## config.mk

```make
export PLATFORM = sky130hd
export DESIGN_NAME = cscr_fetch_decode
export DESIGN_NICKNAME = d
export VERILOG_FILES = /design/src/rtl/cscr_pkg.sv /design/src/rtl/cscr_addr_gen.sv /design/src/rtl/cscr_mask_norm.sv /design/src/rtl/cscr_attr_decode.sv /design/src/rtl/cscr_fetch_decode.sv
export SDC_FILE = /design/constraint.sdc
export NUM_CORES = 1
export LEC_CHECK = 0
export ABC_AREA = 1
export CORE_MARGIN = 2
export CORE_UTILIZATION = 47
export DETAILED_ROUTE_END_ITERATION = 6
export PLACE_DENSITY = 0.87
export SKIP_CTS_REPAIR_TIMING = 1
export SLEW_MARGIN = 20
export SYNTH_ARGS = -nofsm -noshare
export SYNTH_HDL_FRONTEND = slang
export SYNTH_HIERARCHICAL = 1
export SYNTH_SLANG_ARGS = --single-unit
```

## constraint.sdc

```tcl
create_clock -name clk -period 6 [get_ports clk]
set_input_delay 1.2 -clock clk [delete_from_list [all_inputs] [get_ports clk]]
set_output_delay 1.2 -clock clk [all_outputs]
set_load 0.005 [all_outputs]
```

## src/rtl/cscr_pkg.sv

```systemverilog
package cscr_pkg;
  localparam int COORD_W = 8;
  localparam int BYTE_W  = 8;
  localparam int ADDR_W  = 16;
  localparam int SEL_W   = 3;
  localparam int CNT_W   = 4;

  localparam logic [1:0] BANK_TOP     = 2'b01;
  localparam logic [2:0] CELL_ATTR_HI = 3'b110;
  localparam logic [ADDR_W-1:0] ALT_OFS = 16'h2000;
  localparam logic [BYTE_W-1:0] PAPER_BASE = 8'h80;

  typedef struct packed {
    logic [SEL_W-1:0]  bit_sel;
    logic              enh;
    logic [BYTE_W-1:0] ink_mask;
    logic              phase;
    logic [BYTE_W-1:0] fallback;
  } dec_ctl_t;
endpackage

```

## src/rtl/cscr_addr_gen.sv

```systemverilog
module cscr_addr_gen
  import cscr_pkg::*;
(
  input  logic               clk,
  input  logic               rst_n,
  input  logic [COORD_W-1:0] x,
  input  logic [COORD_W-1:0] y,
  input  logic               alt,
  input  logic               line_mode,
  output logic [ADDR_W-1:0]  pix_addr,
  output logic [ADDR_W-1:0]  attr_addr
);
  logic              alt_eff;
  logic [ADDR_W-1:0] pix_d;
  logic [ADDR_W-1:0] attr_d;

  always_comb begin
    alt_eff = alt & ~line_mode;
    // third / line-in-cell / cell-row / byte column
    pix_d = {BANK_TOP, alt_eff, y[7:6], y[2:0], y[5:3], x[7:3]};
    if (line_mode) begin
      attr_d = pix_d | ALT_OFS;
    end else begin
      attr_d = {BANK_TOP, alt_eff, CELL_ATTR_HI, y[7:3], x[7:3]};
    end
  end

  always_ff @(posedge clk or negedge rst_n) begin
    if (!rst_n) begin
      pix_addr  <= '0;
      attr_addr <= '0;
    end else begin
      pix_addr  <= pix_d;
      attr_addr <= attr_d;
    end
  end
endmodule

```

## src/rtl/cscr_mask_norm.sv

```systemverilog
module cscr_mask_norm
  import cscr_pkg::*;
(
  input  logic [BYTE_W-1:0] mask,
  output logic [BYTE_W-1:0] keep,
  output logic [CNT_W-1:0]  ink_bits,
  output logic              all_ink
);
  logic [CNT_W-1:0] ones;

  always_comb begin
    ones = '0;
    for (int i = 0; i < BYTE_W; i++) begin
      ones = ones + CNT_W'(mask[i]);
    end
    ink_bits = (ones == '0) ? CNT_W'(BYTE_W) : ones;
    all_ink  = (ink_bits == CNT_W'(BYTE_W));
  end

  for (genvar g = 0; g < BYTE_W; g++) begin : g_keep
    assign keep[g] = (ink_bits > CNT_W'(g));
  end
endmodule

```

## src/rtl/cscr_attr_decode.sv

```systemverilog
module cscr_attr_decode
  import cscr_pkg::*;
(
  input  logic              clk,
  input  logic              rst_n,
  input  dec_ctl_t          ctl_d,
  input  logic [BYTE_W-1:0] pix_byte,
  input  logic [BYTE_W-1:0] attr_byte,
  output logic [BYTE_W-1:0] color_idx
);
  dec_ctl_t          ctl_q;
  logic [BYTE_W-1:0] keep;
  logic [CNT_W-1:0]  ink_bits;
  logic              all_ink;
  logic              lit;
  logic              swap;
  logic              on_ink;
  logic [BYTE_W-1:0] std_idx;
  logic [BYTE_W-1:0] enh_ink;
  logic [BYTE_W-1:0] enh_paper;
  logic [BYTE_W-1:0] color_d;

  cscr_mask_norm u_norm (
    .mask     (ctl_q.ink_mask),
    .keep     (keep),
    .ink_bits (ink_bits),
    .all_ink  (all_ink)
  );

  always_comb begin
    lit     = pix_byte[SEL_W'(BYTE_W - 1) - ctl_q.bit_sel];
    swap    = attr_byte[7] & ctl_q.phase;
    on_ink  = lit ^ swap;
    std_idx = {4'b0000, attr_byte[6], on_ink ? attr_byte[2:0] : attr_byte[5:3]};
    enh_ink   = attr_byte & keep;
    enh_paper = all_ink ? ctl_q.fallback : (PAPER_BASE + (attr_byte >> ink_bits));
    if (ctl_q.enh) begin
      color_d = lit ? enh_ink : enh_paper;
    end else begin
      color_d = std_idx;
    end
  end

  always_ff @(posedge clk or negedge rst_n) begin
    if (!rst_n) begin
      ctl_q     <= '0;
      color_idx <= '0;
    end else begin
      ctl_q     <= ctl_d;
      color_idx <= color_d;
    end
  end
endmodule

```

## src/rtl/cscr_fetch_decode.sv

```systemverilog
module cscr_fetch_decode
  import cscr_pkg::*;
(
  input  logic               clk,
  input  logic               rst_n,
  input  logic [COORD_W-1:0] beam_x,
  input  logic [COORD_W-1:0] beam_y,
  input  logic               scr_alt,
  input  logic               line_attr,
  input  logic               enh_en,
  input  logic [BYTE_W-1:0]  ink_mask,
  input  logic               flash_phase,
  input  logic [BYTE_W-1:0]  paper_fallback,
  input  logic [BYTE_W-1:0]  pix_byte,
  input  logic [BYTE_W-1:0]  attr_byte,
  output logic [ADDR_W-1:0]  pix_addr,
  output logic [ADDR_W-1:0]  attr_addr,
  output logic [BYTE_W-1:0]  color_idx
);
  dec_ctl_t ctl_d;

  always_comb begin
    ctl_d.bit_sel  = beam_x[SEL_W-1:0];
    ctl_d.enh      = enh_en;
    ctl_d.ink_mask = ink_mask;
    ctl_d.phase    = flash_phase;
    ctl_d.fallback = paper_fallback;
  end

  cscr_addr_gen u_addr (
    .clk       (clk),
    .rst_n     (rst_n),
    .x         (beam_x),
    .y         (beam_y),
    .alt       (scr_alt),
    .line_mode (line_attr),
    .pix_addr  (pix_addr),
    .attr_addr (attr_addr)
  );

  cscr_attr_decode u_dec (
    .clk       (clk),
    .rst_n     (rst_n),
    .ctl_d     (ctl_d),
    .pix_byte  (pix_byte),
    .attr_byte (attr_byte),
    .color_idx (color_idx)
  );
endmodule

```

==> Word level (Yosys, flattened, before mapping) <==
Cells that the tools add are included.
{ "op_classes": {"add_sub_neg": 9, "magnitude_cmp": 9, "eq_ne": 1, "shifts": 1, "n_mux": 8, "bitwise_logic": 5, "n_reduce_logical": 1} }
{ "ops": {"columns": ["op", "count"], "rows": [
  ["$mux 8", 3],
  ["$add 4x1->4", 4],
  ["$gt 4x3->1 const B", 4],
  ["$mux 14", 1],
  ["$add 8x8->8 const A", 1],
  ["$and 8x8->8", 1],
  ["$gt 4x1->1 const B", 2],
  ["$gt 4x2->1 const B", 2],
  ["$shr 8x4->8", 1],
  ["$add 3x1->4", 1],
  ["$eq 4x4->1 const B", 1],
  ["$logic_not 4->1", 1],
  ["$lt 3x4->1 const B", 1],
  ["$mux 4", 1],
  ["$add 2x1->3", 1],
  ["$bmux 1 s3", 1],
  ["$mux 3", 1],
  ["$sub 3x3->3 const A", 1],
  ["$add 1x1->2", 1],
  ["$and 1x1->1", 2],
  ["$mux 1", 1],
  ["$not 1->1", 1],
  ["$xor 1x1->1", 1]
]} }
{ "totals": {"register_bits": 60, "elab_cells": 42} }

==> Depth between registers and ports, before layout <==
Gate-level depths: netlist of the first run.
{ "depth": {"ltp_word": 14, "depth_mapped": 21, "ltp_nobuf": 20} }

==> Modules after synthesis <==
Netlist of the first run, hierarchy kept.
{ "by_module_without_submodules": {"columns": ["mod", "instances", "cells_per_inst", "area_each_um2"], "rows": [
  ["cscr_attr_decode", 1, 175, 1425.1],
  ["cscr_addr_gen", 1, 50, 675.6],
  ["cscr_mask_norm", 1, 52, 325.3]
]} }

==> Least setup slack after synthesis of the first run <==
OpenSTA, ideal clock, no wires.
{ "synth_timing": {"path_kind": "register to register", "start": "register u_dec/ctl_q[9] in the netlist's numbering", "end": "register u_dec.color_idx[2]", "setup_ps": 65, "arrival_ps": 3543, "slack_ps": 2391, "stages_incl_launch_ff": 21, "path_buffers": 1, "period_less_slack_ps": 3609, "cell_sequence": "dfrtp_1 inv_1 fa_1 fa_1 fa_1 inv_1 ha_1 inv_1 fa_1 inv_2 nor2_4 nand2_4 inv_1 buf_6 nor2_4 inv_1 nor2_2 o21ai_0 o211ai_1 nand3_1 nand2_1"} }
{ "synth_between": {"word_cells_on_any_way": 17, "classes_between": "add/sub (8); order compare (1); eq/ne (1); shift (1); mux (4); bitwise (1); reduce/logical (1)"} }
{ "synth_rtl": {"columns": ["item", "line", "text"], "rows": [
  ["from (decl)", "cscr_attr_decode.sv:11", "dec_ctl_t ctl_q;"],
  ["from (signal assigned)", "cscr_attr_decode.sv:49", "ctl_q <= ctl_d;"],
  ["$add 1x1->2 *", "cscr_mask_norm.sv:14", "ones = ones + CNT_W'(mask[i]);"],
  ["$add 2x1->3 *", "cscr_mask_norm.sv:14", null],
  ["$add 3x1->4 *", "cscr_mask_norm.sv:14", null],
  ["$add 4x1->4 * (4 in a row)", "cscr_mask_norm.sv:14", null],
  ["$logic_not 4->1", "cscr_mask_norm.sv:16", "ink_bits = (ones == '0) ? CNT_W'(BYTE_W) : ones;"],
  ["$mux 4 *", "cscr_mask_norm.sv:16", null],
  ["net u_dec.ink_bits[1]", "cscr_attr_decode.sv:13", "logic [CNT_W-1:0] ink_bits;"],
  ["$eq 4x4->1 *", "cscr_mask_norm.sv:17", "all_ink = (ink_bits == CNT_W'(BYTE_W));"],
  ["net u_dec.all_ink", "cscr_attr_decode.sv:14", "logic all_ink;"],
  ["$mux 8 *", "cscr_attr_decode.sv:36", "enh_paper = all_ink ? ctl_q.fallback : (PAPER_BASE + (attr_byte >> ink_bits));"],
  ["$mux 8 *", "cscr_attr_decode.sv:38", "color_d = lit ? enh_ink : enh_paper;"],
  ["$mux 8 *", "cscr_attr_decode.sv:37", "if (ctl_q.enh) begin"],
  ["net u_dec.color_d[2]", "cscr_attr_decode.sv:21", "logic [BYTE_W-1:0] color_d;"],
  ["to (signal assigned)", "cscr_attr_decode.sv:50", "color_idx <= color_d;"],
  ["to (decl)", "cscr_attr_decode.sv:9", "output logic [BYTE_W-1:0] color_idx"]
]} }
Mark *: on every way through the listed nets, which the timed path passes. The rest lies on a longest branch.

==> Final worst setup path of the first run <==
Ends and elaborated chain as after synthesis.

==> summary.md, run 1 <==
For this run, the detailed router's first-pass iteration total came to 4. The total half-perimeter wirelength after legalization and detailed placement is 4132 um. The number of global-route vias before repair came out at 2,115.

VDD sags by at most 0.0002282 V. TritonCTS built the clock tree. The initial antenna violation count came out at 0. The biggest area contributor in the post-synthesis netlist is sky130_fd_sc_hd__dfrtp_1. The area growth from synthesis to layout is 39.87%. The global-route wire length before repair is 8880 um, and the CTS sink count is 50. The sequential element share of the synthesized area is 0.5157, and the width of the die is 75.85 um. The area share of the largest cell type after synthesis was 0.5157. Path type of the worst min-delay path: reg -> reg.

In this run the standard cell core region covers 5042 um2. The leakage power of the design is 1.687 nW, and the top-level I/O count is 94. Counting instances, the worst hold path has a depth of 2.

The tools report the final setup violation count as 0. Each instance of the synthesized netlist takes up on average 8.758 um2. In this run, synthesis produced a sequential element count of 50.

Adding up every negative setup slack in the final design gives 0 ns. The tools report the number of maximum-capacitance constraint violations as 0. The flow ran to the end, and the final reports show no timing, DRC or antenna violations. For this run, the leading register cell type out of synthesis is sky130_fd_sc_hd__dfrtp_1. The largest fanout on the critical path came out at 13.

Most frequently used cell type in the post-synthesis netlist: sky130_fd_sc_hd__nand2_1. Dividing the detail-routed via count by the number of cells gives 4.696. The critical path startpoint category is a flop. The required time of the critical path was 6.23 ns; the number of H-tree branching levels was 2.

At the pin with the least slew margin, the transition time is 0.6299 ns. The count of cells in the finished layout, fillers not included, comes to 428. Based on the critical path, the design can be clocked at up to 0.2469 GHz.

The slowest stage cell on the critical path was sky130_fd_sc_hd__fa_1. Critical path's most frequent cell: sky130_fd_sc_hd__inv_1. The headroom to the max-slew limit is 0.5801, and the final critical-path required period is 4.050 ns.

By area the synthesized netlist is led by sky130_fd_sc_hd__dfrtp_1 52%, sky130_fd_sc_hd__nand2_1 11%, sky130_fd_sc_hd__inv_1 7.1%, sky130_fd_sc_hd__nand3_1 5.6%, sky130_fd_sc_hd__buf_4 4.3%. The count of buffers added on input and output ports is 91. The mapped netlist covers 2426 um2. The tools report the cell at the root of the clock tree as sky130_fd_sc_hd__clkbuf_8.

The category of the worst setup path capture point was a flop. The combined global-route utilization of all metal layers was 0.2060; the reg2reg setup slack was 1.95 ns. The async set-reset flop share out of synthesis is 1.000, and the detail-routed net length per standard cell is 12.21 um.

The post-route worst hold slack is 0.5113 ns. Entering global routing, the biggest net connects 51 pins. In this run, the number of DRC markers left after iteration 0 of detailed routing was 84. The number of synthesized flops with an enable pin came out at 0. Antenna diode count: 0. For the cell area after placement, the log shows 3281 um2. The number of design rule violations left after detail routing is 0. STA puts the critical path data arrival time at 4.28 ns. The post-route clock period utilization works out to 0.6750. Across the routed clock network, the largest skew measured is 0.01145 ns.

The initial cell density of the core was 0.4811; the depth of the worst register-to-register path was 19. After the last flow step, the layout net total stands at 419. The worst path setup slack after routing is 1.950 ns. Clock-pin slew was measured on the worst setup and hold paths at 0.08 ns. Dominant delay contributor by cell family on the critical path: adder cells.

The critical path buffer and inverter count works out to 6. The worst-case hold path end point is u_dec/color_idx[5]. The count of unique library cells instantiated by Yosys is 26. The run gives 5227 um as the routed wire length.

Delay of the slowest cell on the worst path: 0.56 ns. The start point of the worst hold path was u_dec/ctl_q[5]. The placement row count came out at 26. Once layout is done, the placed cells without fillers occupy 3393 um2. Counting tap cells, the placed design contains a total of 421 instances.

The congestion estimate from routability-driven global placement came to 0.9260. In this run the vertical extent of the chip is 75.85 um. The die covers 5752 um2. The later pin in the worst-skew pair is clocked with a latency of 0.29 ns. Counting the buffers created by CTS gives 5. The Yosys step of the flow raised 6 warnings.

In this run the critical register-to-register path is launched from u_dec/ctl_q[9]. The setup path with the least slack is of type reg -> reg. The final number of max-transition violations is 0, and the total vias in the final route is 2,010. The clock tree buffer depth was 2. The total overflow reported by the global router is 0, and the post-place setup slack is 1.975 ns.

In this run the critical register-to-register path is captured at u_dec/color_idx[2]. Sorting the synthesized cells by how often they occur yields 70 x sky130_fd_sc_hd__nand2_1, 50 x sky130_fd_sc_hd__dfrtp_1, 46 x sky130_fd_sc_hd__inv_1, 27 x sky130_fd_sc_hd__nand3_1, 14 x sky130_fd_sc_hd__buf_4. Walking the worst path, the cells encountered are inv_1, fa_1, fa_1, fa_1, inv_1, ha_1, inv_1, fa_1, inv_2, nor2_4, nand2_4, inv_1, nor2_4, inv_1, nor2_2, o21ai_0, o211ai_1, nand3_1, nand2_1.

Dividing total power by cell area gives a power density of 290.9 nW/um2. Final-report hold violation count: 0. Synthesis produced 277 cells. Setup repair after global routing left no endpoint under its margin.

The share of post-route cells with drive strength above 1 is 0.07263. The number of routed nets with antenna violations was 0.
==> worst reg2reg max path, delay by kind of cell, from the launching register on <==
kind	cells	cell delay (ns)
adders and majority gates	5	2.11
and+or+nand+nor	6	0.67
buffers and inverters	6	0.58
DFF	1	0.34
AOI/OAI and AO/OA	2	0.30
==> cell usage in the layout, fill, tap and decap left out, types with 4 or more instances in the layout <==
| master | synthesis | final |
|---|---|---|
| sky130_fd_sc_hd__conb_1 | 3 | 4 |
| sky130_fd_sc_hd__nand3_1 | 27 | 27 |
| sky130_fd_sc_hd__clkdlybuf4s50_1 | 0 | 90 |
| sky130_fd_sc_hd__nand2_1 | 70 | 70 |
| sky130_fd_sc_hd__o211ai_1 | 6 | 6 |
| sky130_fd_sc_hd__nand2_2 | 4 | 4 |
| sky130_fd_sc_hd__a21oi_1 | 7 | 7 |
| sky130_fd_sc_hd__o21ai_0 | 8 | 8 |
| sky130_fd_sc_hd__clkbuf_8 | 1 | 6 |
| sky130_fd_sc_hd__inv_1 | 46 | 46 |
| sky130_fd_sc_hd__nor2_1 | 9 | 9 |
| sky130_fd_sc_hd__nand4_1 | 4 | 4 |
| sky130_fd_sc_hd__dfrtp_1 | 50 | 50 |
| sky130_fd_sc_hd__inv_2 | 5 | 5 |
| sky130_fd_sc_hd__fa_1 | 4 | 4 |
==> cell type report <==
cell class	count	area (um2)
repair buffers	92	913.4
clock inverters	1	30.03
well taps	70	87.58
multi-input cells	158	837.1
fillers	398	1649
clock buffers	6	82.58
inverters	51	191.4
flip-flops and latches	50	1251
==> through the flow <==
step | total power, mW | util
floorplan | 0.6362 | -
global placement | 0.7453 | 0.6506
detailed placement | 0.7542 | 0.6506
CTS | 0.9943 | 0.6730
global route | 1.064 | 0.6730
finish | 0.9871 | 0.6730
==> worst max-delay path by stage <==
stage / cells after the start / slack, ns / to / startpoint
6_report: 19 / 1.95 / u_dec/color_idx[2] / u_dec/ctl_q[9]
3_5_place_dp: 19 / 1.98 / u_dec/color_idx[2] / u_dec/ctl_q[9]
2_1_floorplan: 20 / 2.39 / u_dec/color_idx[2] / u_dec/ctl_q[9]
5_1_grt: 19 / 1.56 / u_dec/color_idx[2] / u_dec/ctl_q[9]
3_3_place_gp: 19 / 2.13 / u_dec/color_idx[2] / u_dec/ctl_q[9]
4_1_cts: 19 / 1.95 / u_dec/color_idx[2] / u_dec/ctl_q[9]
==> power breakdown <==
part           leakage [nW]  total (mW)  switching [mW]  internal, mW
clock                0.0573       0.236           0.103         0.133
combinational          1.04       0.379           0.216         0.163
sequential            0.589       0.372         0.00917         0.363
total                  1.69       0.987           0.328         0.659
==> state kept, by name (all words and copies together) (netlist names) <==
signal and flops:
u_addr/attr_addr 14, u_dec/color_idx 8, u_addr/pix_addr 7, u_dec/ctl_q 21
==> cell families after synthesis <==
group | count (synthesis) | synth area share
AO/OA/AOI/OAI | 25 | 0.05982
adder cells (fa/ha/maj) | 7 | 0.04848
flip-flops | 50 | 0.5157
other | 3 | 0.004641
AND/OR/NAND/NOR | 122 | 0.2305
buffers and inverters | 70 | 0.1408
==> layer usage <==
metal | GRT usage | share of wire | wire length (um)
met4 | 0.05263 | 0.014 | 72
met5 | 0 | 0 | 0
met3 | 0.09127 | 0.10 | 521
met2 | 0.3525 | 0.50 | 2591
met1 | 0.2356 | 0.39 | 2042
No activity file was read; power rests on OpenSTA's default activity.
==> inputs of run 2 (changes only) <==
--- a/config.mk
+++ b/config.mk
@@ -7,9 +7,9 @@
 export LEC_CHECK = 0
 export ABC_AREA = 1
 export CORE_MARGIN = 2
-export CORE_UTILIZATION = 47
+export CORE_UTILIZATION = 44
 export DETAILED_ROUTE_END_ITERATION = 6
-export PLACE_DENSITY = 0.87
+export PLACE_DENSITY = 0.82
 export SKIP_CTS_REPAIR_TIMING = 1
 export SLEW_MARGIN = 20
 export SYNTH_ARGS = -nofsm -noshare
==> constraint.sdc (replaced) <==
create_clock -name clk -period 4.2 [get_ports clk]
set_input_delay 0.84 -clock clk [delete_from_list [all_inputs] [get_ports clk]]
set_output_delay 0.84 -clock clk [all_outputs]
set_load 0.005 [all_outputs]
==> summary.md, run 2 (synthesis results as in run 1) <==
Across the run, the number of max-cap violations was 0. Timing would allow up to 0.2570 GHz. The width of the die was 78.26 um; the total vias in the final route was 2,060. Across all setup checks in the final design, the least slack found is 0.3096 ns. The flow ran to the end, and the final reports show no timing, DRC or antenna violations. Data arrives at the worst endpoint at 4.12 ns.

The clock tree buffer depth was 2; the delay of the slowest cell on the worst path was 0.56 ns. The total half-perimeter wirelength after legalization and detailed placement was 4093 um; the final-layout setup total negative slack was 0 ns. The routed wire length is 5294 um. Final RePlAce weighted congestion: 0.9456. The tools report the initial cell density of the core as 0.4488. The reg2reg setup slack was 0.31 ns.

Count of input and output buffers: 91. The die covers 6124 um2. The logs give 1.443 mW for the total power and 8970 um for the global-route wire length before repair. The worst register-to-register path begins at u_dec/ctl_q[9].

The worst-margin pin slew is 0.5967 ns, and the clock edge transition at the registers on the reported setup and hold paths is 0.09 ns. The leakage power of the design is 1.692 nW. Class of the most critical setup path: reg -> reg. Clock tree synthesis found a total of 50 sinks. The combined global-route utilization of all metal layers is 0.1887, and the total clock buffers created by CTS is 5. The largest registers in the layout are u_dec/ctl_q (21), u_addr/attr_addr (14), u_dec/color_idx (8). The placement row count came out at 27.

Along the worst path, the maximum fanout reaches 13. The share of post-route cells with drive strength above 1 came out at 0.08864. The commonest non-fill, non-tap cell in the layout was sky130_fd_sc_hd__clkdlybuf4s50_1. For the worst setup path, the data required time is 4.43 ns. The tree is rooted in a sky130_fd_sc_hd__clkbuf_8. The critical path goes through inv_1, fa_1, fa_1, fa_1, inv_1, ha_1, inv_1, fa_2, clkinv_4, nor2_4, nand2_4, clkinvlp_4, nor2_4, inv_1, nor2_4, inv_1, o21ai_0, a21oi_1, nor2_1. Dividing the detail-routed wire length by the instance count gives 12.23 um.

The path type of the worst min-delay path was reg -> reg. The clock insertion delay at the later pin of the skew report was 0.30 ns. The critical path's most frequent cell is sky130_fd_sc_hd__inv_1.

The startpoint identified for the worst hold timing path is u_dec/ctl_q[4]. Global routing finished with a remaining overflow of 0. The register with the most flip-flops in the layout has 21 of them.

The number of antenna diodes in the final layout is 0. Critical path buffer and inverter count: 7. The critical path starts at u_dec/ctl_q[9].

The slowest stage of the critical path is the sky130_fd_sc_hd__fa_1 cell. The tools report the critical path startpoint category as a flop. The worst clock skew on the final layout is 0.008636 ns, and the final-report hold violation count is 0. The ratio of routed vias to standard cells works out to 4.758. Measured along the y axis, the die boundary spans 78.26 um.

The headroom to the max-slew limit is 0.6022, and the worst voltage drop across the vdd grid is 0.0002858 V. STA classifies the critical path endpoint as a flop. The final number of max-transition violations is 0, and the post-layout instance area is 3435 um2.

The tools report the number of global-route vias before repair as 2,090. The final setup violation count came out at 0. The dominant delay contributor by cell family on the critical path was adder cells. The largest net degree at the start of global routing is 51, and the power density over the cells is 420.2 nW/um2. The top-level I/O count is 94. After detailed routing, the number of remaining DRC violations is 0.

The H-tree was split into 2 levels. The tools report the initial antenna violation count as 0. At the end of the flow, the number of nets in the layout was 421. The run gives 82 as the count of routing violations after the opening detailed-route iteration. Before CTS, the worst setup slack after placement is 0.2101 ns. The post-route clock period utilization was 0.9263. The area growth from synthesis to layout is 41.57%. TritonCTS built the clock tree. In the layout the commonest cells are 90 x sky130_fd_sc_hd__clkdlybuf4s50_1, 70 x sky130_fd_sc_hd__nand2_1, 50 x sky130_fd_sc_hd__dfrtp_1, 45 x sky130_fd_sc_hd__inv_1, 27 x sky130_fd_sc_hd__nand3_1.

The core outline area is 5405 um2. Setup repair after global routing left no endpoint under its margin. The clock period could shrink to 3.890 ns. Cell area after placement: 3283 um2.

The register with the most flip-flops in the final layout is u_dec/ctl_q. In this run the remaining antenna-violating nets after routing total 0. The pre-antenna-repair detailed-routing pass consisted of 5 iterations.
## run 2: area by class of cell
type / count / area [um2]
Inverter: 51 / 200.2
Tap cell: 72 / 90.09
Sequential cell: 50 / 1251
Multi-Input combinational cell: 158 / 849.6
Clock inverter: 3 / 43.79
Clock buffer: 5 / 68.82
Timing Repair Buffer: 94 / 930.9
Fill cell: 454 / 1971
## run 2: worst paths after layout
path | endpoint | cells past startpoint
hold / removal | u_dec/color_idx[4] | 2
setup / recovery | u_dec/color_idx[4] | 19
hold reg to reg | u_dec/color_idx[4] | 2
setup reg to reg | u_dec/color_idx[4] | 19
max in group asynchronous | u_dec/color_idx[2] | 1
min in group asynchronous | u_dec/ctl_q[16] | 1
## run 2: worst min-delay path, stage by stage (launching register included)
cell and delay [ns]:
sky130_fd_sc_hd__dfrtp_1 0.33, sky130_fd_sc_hd__a21oi_1 0.06, sky130_fd_sc_hd__nor2_1 0.08
## run 2: stage by stage
step           hold WS [ns]  cells    util
6_report             0.5117    433  0.6354
3_5_place_dp         0.4897    423  0.6074
3_3_place_gp         0.4945    423  0.6074
2_1_floorplan        0.4599    278       -
5_1_grt              0.5358    433  0.6354
4_1_cts              0.5125    431  0.6282
## run 2: where the power goes
part           switching, mW  internal [mW]  leakage (nW)
registers             0.0135          0.518         0.589
logic                  0.320          0.253          1.04
clock network          0.159          0.179        0.0585
## run 2: per-layer routing
layer | wire length [um] | GRT usage | vias to the layer above | share of wire
met1 | 2040 | 0.2087 | 942 | 0.39
met3 | 506 | 0.06897 | 17 | 0.096
met5 | 0 | 0 | - | 0
met2 | 2616 | 0.3302 | 100 | 0.49
li1 | - | - | 1001 | -
met4 | 130 | 0.07368 | 0 | 0.025
==> inputs of run 3 (changes only) <==
--- a/config.mk
+++ b/config.mk
@@ -7,9 +7,10 @@
 export LEC_CHECK = 0
 export ABC_AREA = 1
 export CORE_MARGIN = 2
-export CORE_UTILIZATION = 44
+export CORE_UTILIZATION = 45
+export CTS_BUF_LIST = sky130_fd_sc_hd__clkbuf_4 sky130_fd_sc_hd__clkbuf_8
 export DETAILED_ROUTE_END_ITERATION = 6
-export PLACE_DENSITY = 0.82
+export PLACE_DENSITY_LB_ADDON = 0.2
 export SKIP_CTS_REPAIR_TIMING = 1
 export SLEW_MARGIN = 20
 export SYNTH_ARGS = -nofsm -noshare
==> summary.md, run 3 (synthesis results as in run 1) <==
The total vias in the final route was 2,027; the number of global-route vias before repair was 1,979. Depth of the worst register-to-register path: 19. The proportion of power drawn by the clock network came out at 0.209.

Clock tree synthesis selected as its root buffer the cell sky130_fd_sc_hd__clkbuf_8. The worst-margin pin slew was 0.6186 ns. The register with the most flip-flops in the layout has 21 of them. The share of power burned in registers is 0.386.

The smallest clock period supported by the final layout is computed as 3.911 ns. In this run the critical register-to-register path is launched from u_dec/ctl_q[9]. Traced cell by cell, the critical path runs through inv_1, fa_1, fa_1, fa_1, inv_1, ha_1, inv_1, fa_1, inv_4, nor2_4, nand2_4, inv_1, nor2_4, nand2_1, inv_1, a22oi_1, o211ai_1, nand3_1, nand2_1. The die is 77.43 um tall.

After detailed routing, the number of remaining DRC violations is 0. For the worst setup path, the data required time is 4.40 ns. The H-tree was split into 2 levels. The logs give 2 for the clock tree buffer depth and 0.9138 for the final RePlAce weighted congestion. The final setup violation count is 0, and the final-layout setup total negative slack is 0 ns. The tools report the worst voltage drop across the vdd grid as 0.0002450 V.

The most critical setup path has its startpoint at u_dec/ctl_q[9]. 94 I/O pins were placed. The first global-routing pass estimated 8928 um of wire. The count of buffers added on input and output ports is 91. The first routing iteration left 76 violations. u_dec/ctl_q holds more flip-flops than any other register. In the routed layout, each cell is associated on average with a via count of 4.725. Across the run, the number of max-cap violations was 0. The class of the most critical setup path was reg -> reg. The total overflow left after global routing is 0. The repair_antennas step left the layout with diodes totalling 0.

Setup slack on the worst reg-to-reg path comes out at 0.29 ns. On the critical path, the stage with the largest delay is an instance of sky130_fd_sc_hd__fa_1. The worst setup path is launched from a flop. The largest registers in the layout are u_dec/ctl_q (21), u_addr/attr_addr (14), u_dec/color_idx (8). The commonest non-fill, non-tap cell in the layout is sky130_fd_sc_hd__clkdlybuf4s50_1. Headroom to the max-slew limit: 0.5876. The detail-routed net length per standard cell was 12.17 um. Setup repair after global routing left no endpoint under its margin. The share of post-route cells with drive strength above 1 is 0.07521, and the net count of the finished layout is 419. The run gives 0.1880 as the combined global-route utilization of all metal layers. The largest net degree at the start of global routing was 51.

The logs give 4168 um for the total half-perimeter wirelength after legalization and detailed placement and 0 for the initial antenna violation count. In the layout the commonest cells are 90 x sky130_fd_sc_hd__clkdlybuf4s50_1, 70 x sky130_fd_sc_hd__nand2_1, 50 x sky130_fd_sc_hd__dfrtp_1, 46 x sky130_fd_sc_hd__inv_1, 27 x sky130_fd_sc_hd__nand3_1. At the placement stage, the worst setup path has a slack of 0.2529 ns. Summed over all nets, the switching power comes to 493.1 uW.

The post-route clock period utilization is 0.9312. Clock-pin slew was measured on the worst setup and hold paths at 0.09 ns. The floorplan has 26 rows. The tools report the routed wire length as 5222 um. The run gives 0 as the number of routed nets with antenna violations. The tools report the area of the die as 5995 um2.

The area growth from synthesis to final layout is 39.66%, and the core outline area is 5140 um2. Critical path's most frequent cell: sky130_fd_sc_hd__inv_1. TritonCTS built the clock tree. The logs give 882.8 uW for the internal power contribution and 0 for the final-report hold violation count. The delay of the slowest cell on the worst path was 0.55 ns; the CTS sink count was 50. For this run, the detailed router's first-pass iteration total came to 4. The end of the worst register-to-register path was u_dec/color_idx[3].

Width of the die: 77.43 um. Clock latency on the worst-skew pair, taken at its later pin, is 0.30 ns. The cell depth of the worst hold path works out to 2. STA classifies the critical path endpoint as a flop. The worst path meets setup with 0.2889 ns of slack.

Of all nets on the critical path, the largest fanout is 13. The power density over the cells works out to 406.1 nW/um2. Combinational cell fraction of total power: 0.405.

The flow ran to the end, and the final reports show no timing, DRC or antenna violations. Initial cell density of the core: 0.4720. In this run the worst setup path terminates at u_dec/color_idx[3]. Derived from the worst setup path, the maximum achievable clock frequency is 0.2557 GHz. The logs give 0 for the final number of max-transition violations and 4.11 ns for the data arrival time of the critical path. The logs give 1.682 nW for the leakage power of the design and 5 for the total clock buffers created by CTS. The path class of the tightest hold or removal check is reg -> reg.

The number of fill cells is 459, and the worst clock skew on the final layout is 0.003406 ns. The fraction of power spent switching nets came out at 0.3584.
run 3: changes by cell type in the layout (fill, tap and decap cells not counted), sizes merged:
cell | previous run | this run
buf | 4 | 2
bufinv | 1 | 0
clkinvlp | 1 | 0
inv | 50 | 52
run 3: worst min path at each step:
stage,from,to
floorplan,u_dec/ctl_q[4],u_dec/color_idx[4]
detailed placement,u_dec/ctl_q[4],u_dec/color_idx[4]
global placement,u_dec/ctl_q[4],u_dec/color_idx[4]
global route,u_dec/ctl_q[4],u_dec/color_idx[4]
finish,u_dec/ctl_q[4],u_dec/color_idx[4]
CTS,u_dec/ctl_q[4],u_dec/color_idx[4]
run 3: critical path: cells and delay by family, from the launching register on:
kind / cells / cell delay (ns)
buffers and inverters: 6 / 0.59
flip-flops: 1 / 0.33
AND/OR/NAND/NOR: 6 / 0.46
AO/OA/AOI/OAI: 2 / 0.33
adder cells (fa/ha/maj): 5 / 2.11
run 3: per-stage QoR:
stage | utilization | power, mW | area, um2 | cells | hold WS (ns)
floorplan | - | 0.9089 | 2430 | 278 | 0.4599
global placement | 0.6383 | 1.075 | 3281 | 421 | 0.4951
detailed placement | 0.6383 | 1.082 | 3281 | 421 | 0.4959
CTS | 0.6573 | 1.375 | 3378 | 429 | 0.5202
global route | 0.6592 | 1.481 | 3388 | 429 | 0.5720
finish | 0.6592 | 1.376 | 3388 | 429 | 0.5113
run 3: power by group through the flow:
stage	registers, mW	clock network [mW]	logic, mW
4_1_cts	0.532	0.300	0.543
6_report	0.531	0.288	0.557
3_3_place_gp	0.540	0	0.535
3_5_place_dp	0.541	0	0.540
2_1_floorplan	0.543	0	0.366
5_1_grt	0.536	0.325	0.619
run 3: layer usage:
| metal | track usage | wire, um | vias up | part of all wire |
|---|---|---|---|---|
| met2 | 0.3365 | 2665 | 79 | 0.51 |
| met1 | 0.2111 | 2034 | 945 | 0.39 |
| met5 | 0 | 0 | - | 0 |
| li1 | - | - | 995 | - |
| met3 | 0.06279 | 451 | 8 | 0.086 |
| met4 | 0.05893 | 70 | 0 | 0.013 |
run 3: layout make-up:
class / instances / area, um2 / share of cell area
multi-input cells: 158 / 842.1 / 0.2485
clock buffers: 5 / 68.82 / 0.02031
well taps: 70 / 87.58 / 0.02585
flip-flops and latches: 50 / 1251 / 0.3693
repair buffers: 92 / 915.9 / 0.2703
clock inverters: 3 / 28.78 / 0.008493
inverters: 51 / 193.9 / 0.05724
